--- src/rtl/sdm_pkg.sv ---
package sdm_pkg;
    // smallest integer ratio the period counter accepts
    localparam int unsigned MIN_RATIO = 2;

    typedef enum logic {
        MOD_SHORT = 1'b0,
        MOD_LONG  = 1'b1
    } mod_e;
endpackage

--- src/rtl/sdm_fo_modulator.sv ---
module sdm_fo_modulator #(
    parameter int unsigned FRAC_W = 8
) (
    input  logic              clk,
    input  logic              rst,
    input  logic              step,
    input  logic [FRAC_W-1:0] frac,
    output logic              sel,
    output logic              sel_nxt
);
    import sdm_pkg::*;

    localparam int unsigned ACC_W = FRAC_W + 2;
    localparam logic [ACC_W-1:0] FULL = ACC_W'(1) << FRAC_W;

    typedef struct packed {
        logic [ACC_W-1:0] acc;
    } mod_st_t;

    mod_st_t st_d, st_q;
    logic [ACC_W-1:0] fb;

    // delaying integrator: the decision comes from the stored sum
    always_comb begin
        st_d = st_q;
        fb   = (sel == MOD_LONG) ? FULL : '0;
        if (rst) begin
            st_d.acc = '0;
        end else if (step) begin
            st_d.acc = st_q.acc + {2'b00, frac} - fb;
        end
        sel     = (st_q.acc >= FULL);
        sel_nxt = (st_d.acc >= FULL);
    end

    always_ff @(posedge clk) begin
        st_q <= st_d;
    end

    // the integrator never reaches twice the full scale
    a_r4_acc_range: assert property (@(posedge clk) disable iff (rst)
        st_q.acc < (FULL << 1));

    // the integrator only moves on a period boundary
    a_r6_acc_hold: assert property (@(posedge clk) disable iff (rst)
        !step |=> $stable(st_q.acc));
endmodule

--- src/rtl/sdm_modulus_counter.sv ---
module sdm_modulus_counter #(
    parameter int unsigned N_W = 8
) (
    input  logic           clk,
    input  logic           rst,
    input  logic [N_W-1:0] ratio,
    input  logic           long_nxt,
    output logic           tc
);
    import sdm_pkg::*;

    localparam int unsigned CNT_W = N_W + 1;

    typedef struct packed {
        logic [CNT_W-1:0] cnt;
        logic [CNT_W-1:0] tgt;
    } cnt_st_t;

    cnt_st_t st_d, st_q;
    logic [CNT_W-1:0] eff;

    always_comb begin
        st_d = st_q;
        eff  = ({1'b0, ratio} < CNT_W'(MIN_RATIO)) ? CNT_W'(MIN_RATIO) : {1'b0, ratio};
        tc   = (st_q.cnt == st_q.tgt);
        if (rst) begin
            st_d.cnt = '0;
            st_d.tgt = eff - CNT_W'(1);
        end else if (tc) begin
            st_d.cnt = '0;
            st_d.tgt = eff + CNT_W'(long_nxt) - CNT_W'(1);
        end else begin
            st_d.cnt = st_q.cnt + CNT_W'(1);
        end
    end

    always_ff @(posedge clk) begin
        st_q <= st_d;
    end

    // the count never passes the loaded terminal value
    a_r1_cnt_bounded: assert property (@(posedge clk) disable iff (rst)
        st_q.cnt <= st_q.tgt);

    // every loaded period is at least the minimum ratio long
    a_r9_min_len: assert property (@(posedge clk) disable iff (rst)
        st_q.tgt >= CNT_W'(MIN_RATIO - 1));

    // the terminal pulse never lasts two clocks
    a_r8_pulse_narrow: assert property (@(posedge clk) disable iff (rst)
        tc |=> !tc);
endmodule

--- src/rtl/sdm_frac_divider.sv ---
module sdm_frac_divider #(
    parameter int unsigned N_W    = 8,
    parameter int unsigned FRAC_W = 8
) (
    input  logic              clk,
    input  logic              rst,
    input  logic [N_W-1:0]    ratio_n,
    input  logic [FRAC_W-1:0] frac_word,
    output logic              div_pulse,
    output logic              mod_sel
);
    logic tc;
    logic sel_now;
    logic sel_nxt;

    sdm_fo_modulator #(.FRAC_W(FRAC_W)) mod_i (
        .clk     (clk),
        .rst     (rst),
        .step    (tc),
        .frac    (frac_word),
        .sel     (sel_now),
        .sel_nxt (sel_nxt)
    );

    sdm_modulus_counter #(.N_W(N_W)) cnt_i (
        .clk      (clk),
        .rst      (rst),
        .ratio    (ratio_n),
        .long_nxt (sel_nxt),
        .tc       (tc)
    );

    assign div_pulse = tc;
    assign mod_sel   = sel_now;

    // the modulus choice holds for the whole period
    a_r1_sel_hold: assert property (@(posedge clk) disable iff (rst)
        !div_pulse |=> $stable(mod_sel));

    // a zero fraction at a boundary always yields a short next period
    a_r5_zero_frac: assert property (@(posedge clk) disable iff (rst)
        (div_pulse && frac_word == '0) |=> !mod_sel);
endmodule

--- config.mk ---
export PLATFORM = sky130hd
export DESIGN_NAME = sdm_frac_divider
export DESIGN_NICKNAME = d
export VERILOG_FILES = /design/src/rtl/sdm_pkg.sv /design/src/rtl/sdm_fo_modulator.sv /design/src/rtl/sdm_modulus_counter.sv /design/src/rtl/sdm_frac_divider.sv
export SDC_FILE = /design/constraint.sdc
export NUM_CORES = 1
export LEC_CHECK = 0
export CORE_UTILIZATION = 30
export CTS_CLUSTER_DIAMETER = 60
export CTS_CLUSTER_SIZE = 40
export DETAILED_ROUTE_END_ITERATION = 16
export DONT_BUFFER_PORTS = 1
export GPL_TIMING_DRIVEN = 0
export PLACE_DENSITY = 0.53
export SYNTH_ARGS = -nofsm -noshare
export SYNTH_HDL_FRONTEND = slang
export SYNTH_SLANG_ARGS = --single-unit
--- constraint.sdc ---
create_clock -name clk -period 8 [get_ports clk]
set_input_delay 1.6 -clock clk [delete_from_list [all_inputs] [get_ports clk]]
set_output_delay 1.6 -clock clk [all_outputs]
set_load 0.03 [all_outputs]
==> impl_metrics.env, run 1 <==
export IMPL_synth_cell_types=39
export IMPL_rsz0062_at_grt="no"
export IMPL_htree_levels=1
export IMPL_grt_usage_pct=11.15
export IMPL_hold_class="register to register"
export IMPL_required_ps=8020
export IMPL_critical_path_class="input pin to register"
export IMPL_crit_top_cell="ha_1"
export IMPL_finalWirelength_um=3287
export IMPL_cts_setup_buffers=0
export IMPL_drt_iter0_drc=51
export IMPL_ir_worst_vdd_mv=0.06596
export IMPL_die_x_um=80.67
export IMPL_crit_chain="inv_1 -> ha_1 -> inv_1 -> ha_1 -> o21ai_0 -> nor2b_1 -> nor4_1 -> or3_1 -> a41o_1 -> ha_1 -> ha_1 -> mux2_2 -> nand2_1 -> nor3_1 -> xor2_1"
export IMPL_cts_resized=0
export IMPL_tns_ps=0
export IMPL_die_y_um=80.67
export IMPL_cts_made_buffers=3
export IMPL_drive_gt1_share_pct=5.093
export IMPL_max_stage_delay_ps=360
export IMPL_avgSynthCellArea_um2=8.758
export IMPL_met2_length_um=1496
export IMPL_tightestPinTransition_ps=637.2
export IMPL_async_flop_share_pct=0
export IMPL_grt_overflow_total=0
export IMPL_synth_edf_count=9
export IMPL_wl_met3_um=85
export IMPL_worst_slack_ps=3511
export IMPL_setup_violations=0
export IMPL_mostFrequentLayoutCell="inv_1"
export IMPL_clk_path_buf_depth=2
export IMPL_power_density_mw_per_mm2=156.9
export IMPL_crit_family="adder cells"
export IMPL_p_leak_nw=0.8077
export IMPL_nNetsFinal=255
export IMPL_ctsRootBufferMaster="clkbuf_8"
export IMPL_most_common_layout_cells="inv_1, ha_1, dfxtp_1"
export IMPL_die_area_mm2=0.006508
export IMPL_pin_count=20
export IMPL_dp_hpwl_um=2539
export IMPL_numPortBuffers=0
export IMPL_via_per_inst=4.715
export IMPL_cp_max_fo=4
export IMPL_final_max_slew_viol_count=0
export IMPL_syn_nets=250
export IMPL_synth_cells=212
export IMPL_area_delta_synth_final_pct=8.895
export IMPL_initial_core_util_pct=31.18
export IMPL_drv_cap=0
export IMPL_yosysSeqAreaShare_pct=35.04
export IMPL_vias=1372
export IMPL_worstSetupEndpointType="register"
export IMPL_insertion_delay_ps=280
export IMPL_finalCritPeriodShare_pct=56.11
export IMPL_clk_pin_slew_worst_paths_ps=110
export IMPL_grt_pass1_wl_um=5651
export IMPL_antenna_cells=0
export IMPL_antenna_found_initial=0
export IMPL_ys_ff_latch=28
export IMPL_clock_skew_ps=11.98
export IMPL_grt_max_degree=18
export IMPL_synthFlopType="dfxtp_1"
export IMPL_clock_fmax_ghz=0.2228
export IMPL_post_route_drc_count=0
export IMPL_core_area_mm2=0.005956
export IMPL_gp_congestion=0.7305
export IMPL_postRouteAntennaNets=0
export IMPL_hold_violations=0
export IMPL_yosys_warnings=0
export IMPL_status="completed"
export IMPL_fin_crit_ps=4489
export IMPL_cts_tree="built"
export IMPL_clock_sinks=28
export IMPL_pre_cts_ws_ps=3199
export IMPL_topRoutingLayerUsed="met4"
export IMPL_firstDrtPassIters=5
export IMPL_wl_per_cell_um=11.30
export IMPL_syn_cell_area_mm2=0.001857
export IMPL_wl_met1_um=1682
export IMPL_crit_slowest_cell="or3_1"
export IMPL_rows=28
export IMPL_slew_headroom_pct=57.41
export IMPL_postCtsHoldBufs=0
export IMPL_critical_path_arrival_ps=4510
export IMPL_critPathLaunchType="input pin"
export IMPL_grt_pass1_vias=1285
export IMPL_crit_buf_inv=2
-- final timing paths --
kind | start | endpoint | slack (ps) | cells after the start
max reg2reg | mod_i.st_q[3] | cnt_i.st_q[6] | 4470 | 15
max | frac_word[3] | cnt_i.st_q[6] | 3510 | 15
min reg2reg | mod_i.st_q[2] | mod_i.st_q[2] | 460 | 2
min | mod_i.st_q[2] | mod_i.st_q[2] | 460 | 2
-- per-stage QoR --
| step | hold slack, ps | total power, mW | utilization [%] | std cells | instance area (µm²) |
|---|---|---|---|---|---|
| after floorplan | 431.9 | 0.1991 | - | 212 | 1857 |
| after global placement | 441.3 | 0.2076 | 32.75 | 287 | 1951 |
| after detailed placement | 445.1 | 0.2081 | 32.75 | 287 | 1951 |
| after CTS | 461.1 | 0.3225 | 33.95 | 291 | 2022 |
| after global routing | 488.1 | 0.3352 | 33.95 | 291 | 2022 |
| final | 458.1 | 0.3172 | 33.95 | 291 | 2022 |
-- final cells by class --
type | count | area, µm²
fillers | 630 | 3934
multi-input cells | 150 | 1070
flip-flops and latches | 28 | 650.6
inverters | 31 | 116.4
well taps | 75 | 93.84
clock buffers | 3 | 41.29
clock inverters | 1 | 30.03
plain buffers | 3 | 20.02
-- kinds of logic after synthesis --
| family | count (synthesis) | share of synthesized area [%] |
|---|---|---|
| multiplexers | 4 | 2.224 |
| adder cells (fa/ha/maj) | 20 | 13.48 |
| buffers and inverters | 34 | 7.344 |
| AO/OA/AOI/OAI | 33 | 12.06 |
| flip-flops | 28 | 35.04 |
| AND/OR/NAND/NOR | 69 | 18.53 |
| XOR/XNOR | 24 | 11.32 |
-- sequential cells by signal (all words and copies together), names as in the netlist --
name	count
mod_i.st_q	10
cnt_i.st_q	18
-- layer usage --
metal  GRT usage (%)  up-vias
met5               0        -
met4           3.214        0
met3           2.045        2
met2           17.88       14
met1           15.11      625
li1                -      731
-- report_power, final --
| part | internal, mW | switching [mW] |
|---|---|---|
| registers | 0.152 | 0.00386 |
| clock network | 0.0670 | 0.0456 |
| logic | 0.0221 | 0.0266 |
-- Yosys cell counts (all sizes together), types with 2 or more instances --
cell type | count | area [µm²]
inv | 30 | 112.6
ha | 20 | 250.2
dfxtp | 19 | 380.4
nand2 | 18 | 67.56
nor2 | 16 | 60.06
xnor2 | 14 | 122.6
a21oi | 12 | 60.06
xor2 | 10 | 87.58
edfxtp | 9 | 270.3
nand2b | 8 | 57.55
o21ai | 7 | 35.03
nand3 | 6 | 30.03
nor3 | 5 | 25.02
and3 | 4 | 25.02
a211oi | 3 | 22.52
mux2i | 3 | 30.03
nand4 | 3 | 18.77
o21a | 3 | 22.52
or3 | 3 | 18.77
buf | 2 | 16.26
o31ai | 2 | 15.01
-- worst register-to-register path, stage by stage (launching register included) --
cell and delay, ps:
dfxtp_1 340, inv_1 40, ha_1 260, inv_1 40, ha_1 320, o21ai_0 260, nor2b_1 260, nor4_1 120
or3_1 360, a41o_1 250, ha_1 220, ha_1 190, mux2_2 290, nand2_1 120, nor3_1 60, xor2_1 130
No activity file was read; power rests on OpenSTA's default activity.
==> inputs of run 2 (changes only) <==
--- a/config.mk
+++ b/config.mk
@@ -11,7 +11,7 @@
 export DETAILED_ROUTE_END_ITERATION = 16
 export DONT_BUFFER_PORTS = 1
 export GPL_TIMING_DRIVEN = 0
-export PLACE_DENSITY = 0.53
+export PLACE_DENSITY = 0.54
 export SYNTH_ARGS = -nofsm -noshare
 export SYNTH_HDL_FRONTEND = slang
 export SYNTH_SLANG_ARGS = --single-unit
==> constraint.sdc (replaced) <==
create_clock -name clk -period 4 [get_ports clk]
set_input_delay 0.8 -clock clk [delete_from_list [all_inputs] [get_ports clk]]
set_output_delay 0.8 -clock clk [all_outputs]
set_load 0.03 [all_outputs]
==> run 2 against run 1 <==
Register-to-register slack worse by 4000 ps. Utilization stayed put. Sequential share of layout area stayed put. Critical endpoint unchanged. Largest power group unchanged.
==> impl_metrics.env, run 2 (synthesis gave the netlist of run 1 again) <==
export IMPL_grt_overflow_total=0
export IMPL_wl_per_cell_um=11.23
export IMPL_placed_cell_area_mm2=0.001951
export IMPL_largest_reg_flops=18
export IMPL_area_delta_synth_final_pct=8.895
export IMPL_drt_iter0_drc=63
export IMPL_slew_headroom_pct=57.01
export IMPL_critPathLaunchType="input pin"
export IMPL_cts_setup_buffers=0
export IMPL_clk_path_buf_depth=2
export IMPL_most_common_layout_cells="inv_1, ha_1, dfxtp_1"
export IMPL_crit_slowest_cell="or3_1"
export IMPL_cts_resized=0
export IMPL_clock_fmax_ghz=0.2703
export IMPL_dp_hpwl_um=2600
export IMPL_max_stage_delay_ps=360
export IMPL_mostFrequentLayoutCell="inv_1"
export IMPL_required_ps=4020
export IMPL_die_area_mm2=0.006508
export IMPL_finalWirelength_um=3267
export IMPL_final_area_mm2=0.002022
export IMPL_post_route_drc_count=0
export IMPL_worstSetupEndpointType="register"
export IMPL_pin_count=20
export IMPL_cts_tree="built"
export IMPL_gp_congestion=0.7414
export IMPL_grt_max_degree=18
export IMPL_grt_usage_pct=11.16
export IMPL_critical_path_arrival_ps=3720
export IMPL_insertion_delay_ps=280
export IMPL_ir_worst_vdd_mv=0.1182
export IMPL_via_per_inst=4.711
export IMPL_grt_pass1_vias=1257
export IMPL_post_place_cells=287
export IMPL_postRouteAntennaNets=0
export IMPL_nNetsFinal=255
export IMPL_regMostFlops="cnt_i.st_q"
export IMPL_hold_class="register to register"
export IMPL_rsz0062_at_grt="no"
export IMPL_drive_gt1_share_pct=5.093
export IMPL_drv_cap=0
export IMPL_final_max_slew_viol_count=0
export IMPL_rr_worst_depth=15
export IMPL_p_leak_nw=0.8077
export IMPL_rows=28
export IMPL_crit_buf_inv=2
export IMPL_path_depth=15
export IMPL_die_x_um=80.67
export IMPL_postCtsHoldBufs=0
export IMPL_clk_pin_slew_worst_paths_ps=100
export IMPL_reg2reg_slack_ps=460
export IMPL_holdWs_ps=455.2
export IMPL_clock_skew_ps=11.29
export IMPL_antenna_found_initial=0
export IMPL_htree_levels=1
export IMPL_critical_path_class="input pin to register"
export IMPL_timing_rr_start="mod_i.st_q[3]"
export IMPL_antenna_cells=0
export IMPL_crit_family="adder cells"
export IMPL_status="completed"
export IMPL_startpoint="frac_word[3]"
export IMPL_crit_end="cnt_i.st_q[6]"
export IMPL_core_area_mm2=0.005956
export IMPL_crit_top_cell="ha_1"
export IMPL_pre_cts_ws_ps=4.473
export IMPL_crit_chain="inv_1 -> ha_1 -> inv_1 -> ha_1 -> o21ai_0 -> nor2b_1 -> nor4_1 -> or3_1 -> a41o_1 -> ha_1 -> ha_1 -> mux2_2 -> nand2_1 -> nor3_1 -> xor2_1"
export IMPL_fillers=661
export IMPL_tightestPinTransition_ps=643.3
export IMPL_numPortBuffers=0
export IMPL_clock_sinks=28
export IMPL_hold_violations=0
export IMPL_tns_ps=0
export IMPL_reg_top3="cnt_i.st_q x18, mod_i.st_q x10"
export IMPL_power_density_mw_per_mm2=314.4
export IMPL_die_y_um=80.67
export IMPL_vias=1371
export IMPL_worst_slack_ps=299.8
export IMPL_r2r_end="cnt_i.st_q[6]"
export IMPL_firstDrtPassIters=4
export IMPL_fin_crit_ps=3700
export IMPL_fin_cells=291
export IMPL_finalCritPeriodShare_pct=92.50
export IMPL_grt_pass1_wl_um=5547
export IMPL_initial_core_util_pct=31.18
export IMPL_setup_violations=0
export IMPL_ctsRootBufferMaster="clkbuf_8"
export IMPL_cts_made_buffers=3
export IMPL_cp_max_fo=4
run 2: cell counts in the layout (fill, tap and decap cells not counted):
No cell type changed its count.
run 2: worst min path at each step:
| stage | slack (ps) | from | endpoint | cells past startpoint |
|---|---|---|---|---|
| after floorplan | 430 | mod_i.st_q[4] | mod_i.st_q[4] | 2 |
| after global placement | 440 | mod_i.st_q[4] | mod_i.st_q[4] | 2 |
| after detailed placement | 440 | mod_i.st_q[2] | mod_i.st_q[2] | 2 |
| after CTS | 460 | mod_i.st_q[2] | mod_i.st_q[2] | 2 |
| after global routing | 490 | mod_i.st_q[1] | mod_i.st_q[1] | 2 |
| final | 460 | mod_i.st_q[4] | mod_i.st_q[4] | 2 |
run 2: metrics by stage:
step | power [mW] | utilization, %
after floorplan | 0.3983 | -
after global placement | 0.4150 | 32.75
after detailed placement | 0.4165 | 32.75
after CTS | 0.6458 | 33.95
after global routing | 0.6733 | 33.95
final | 0.6357 | 33.95
run 2: tightest hold or removal path, stage by stage, from the launching register on:
cell	delay, ps
dfxtp_1	320
nand2_1	50
a21oi_1	50
run 2: routing by layer:
metal	GRT usage [%]	part of all wire (%)
met1	14.64	49
met2	18.05	48
met3	2.273	2.4
met4	3.750	0.70
met5	0	0
run 2: area by class of cell:
type / instances / area, µm² / area share (%)
clock buffers: 3 / 41.29 / 2.042
well taps: 75 / 93.84 / 4.641
clock inverters: 1 / 30.03 / 1.485
multi-input cells: 150 / 1070 / 52.91
plain buffers: 3 / 20.02 / 0.9901
inverters: 31 / 116.4 / 5.755
flip-flops and latches: 28 / 650.6 / 32.18
run 2: power by group:
part | total (mW) | internal, mW | switching, mW | leakage [nW]
sequential | 0.311 | 0.304 | 0.00706 | 0.242
clock | 0.227 | 0.134 | 0.0928 | 0.0357
combinational | 0.0977 | 0.0443 | 0.0534 | 0.530
total | 0.636 | 0.482 | 0.153 | 0.808
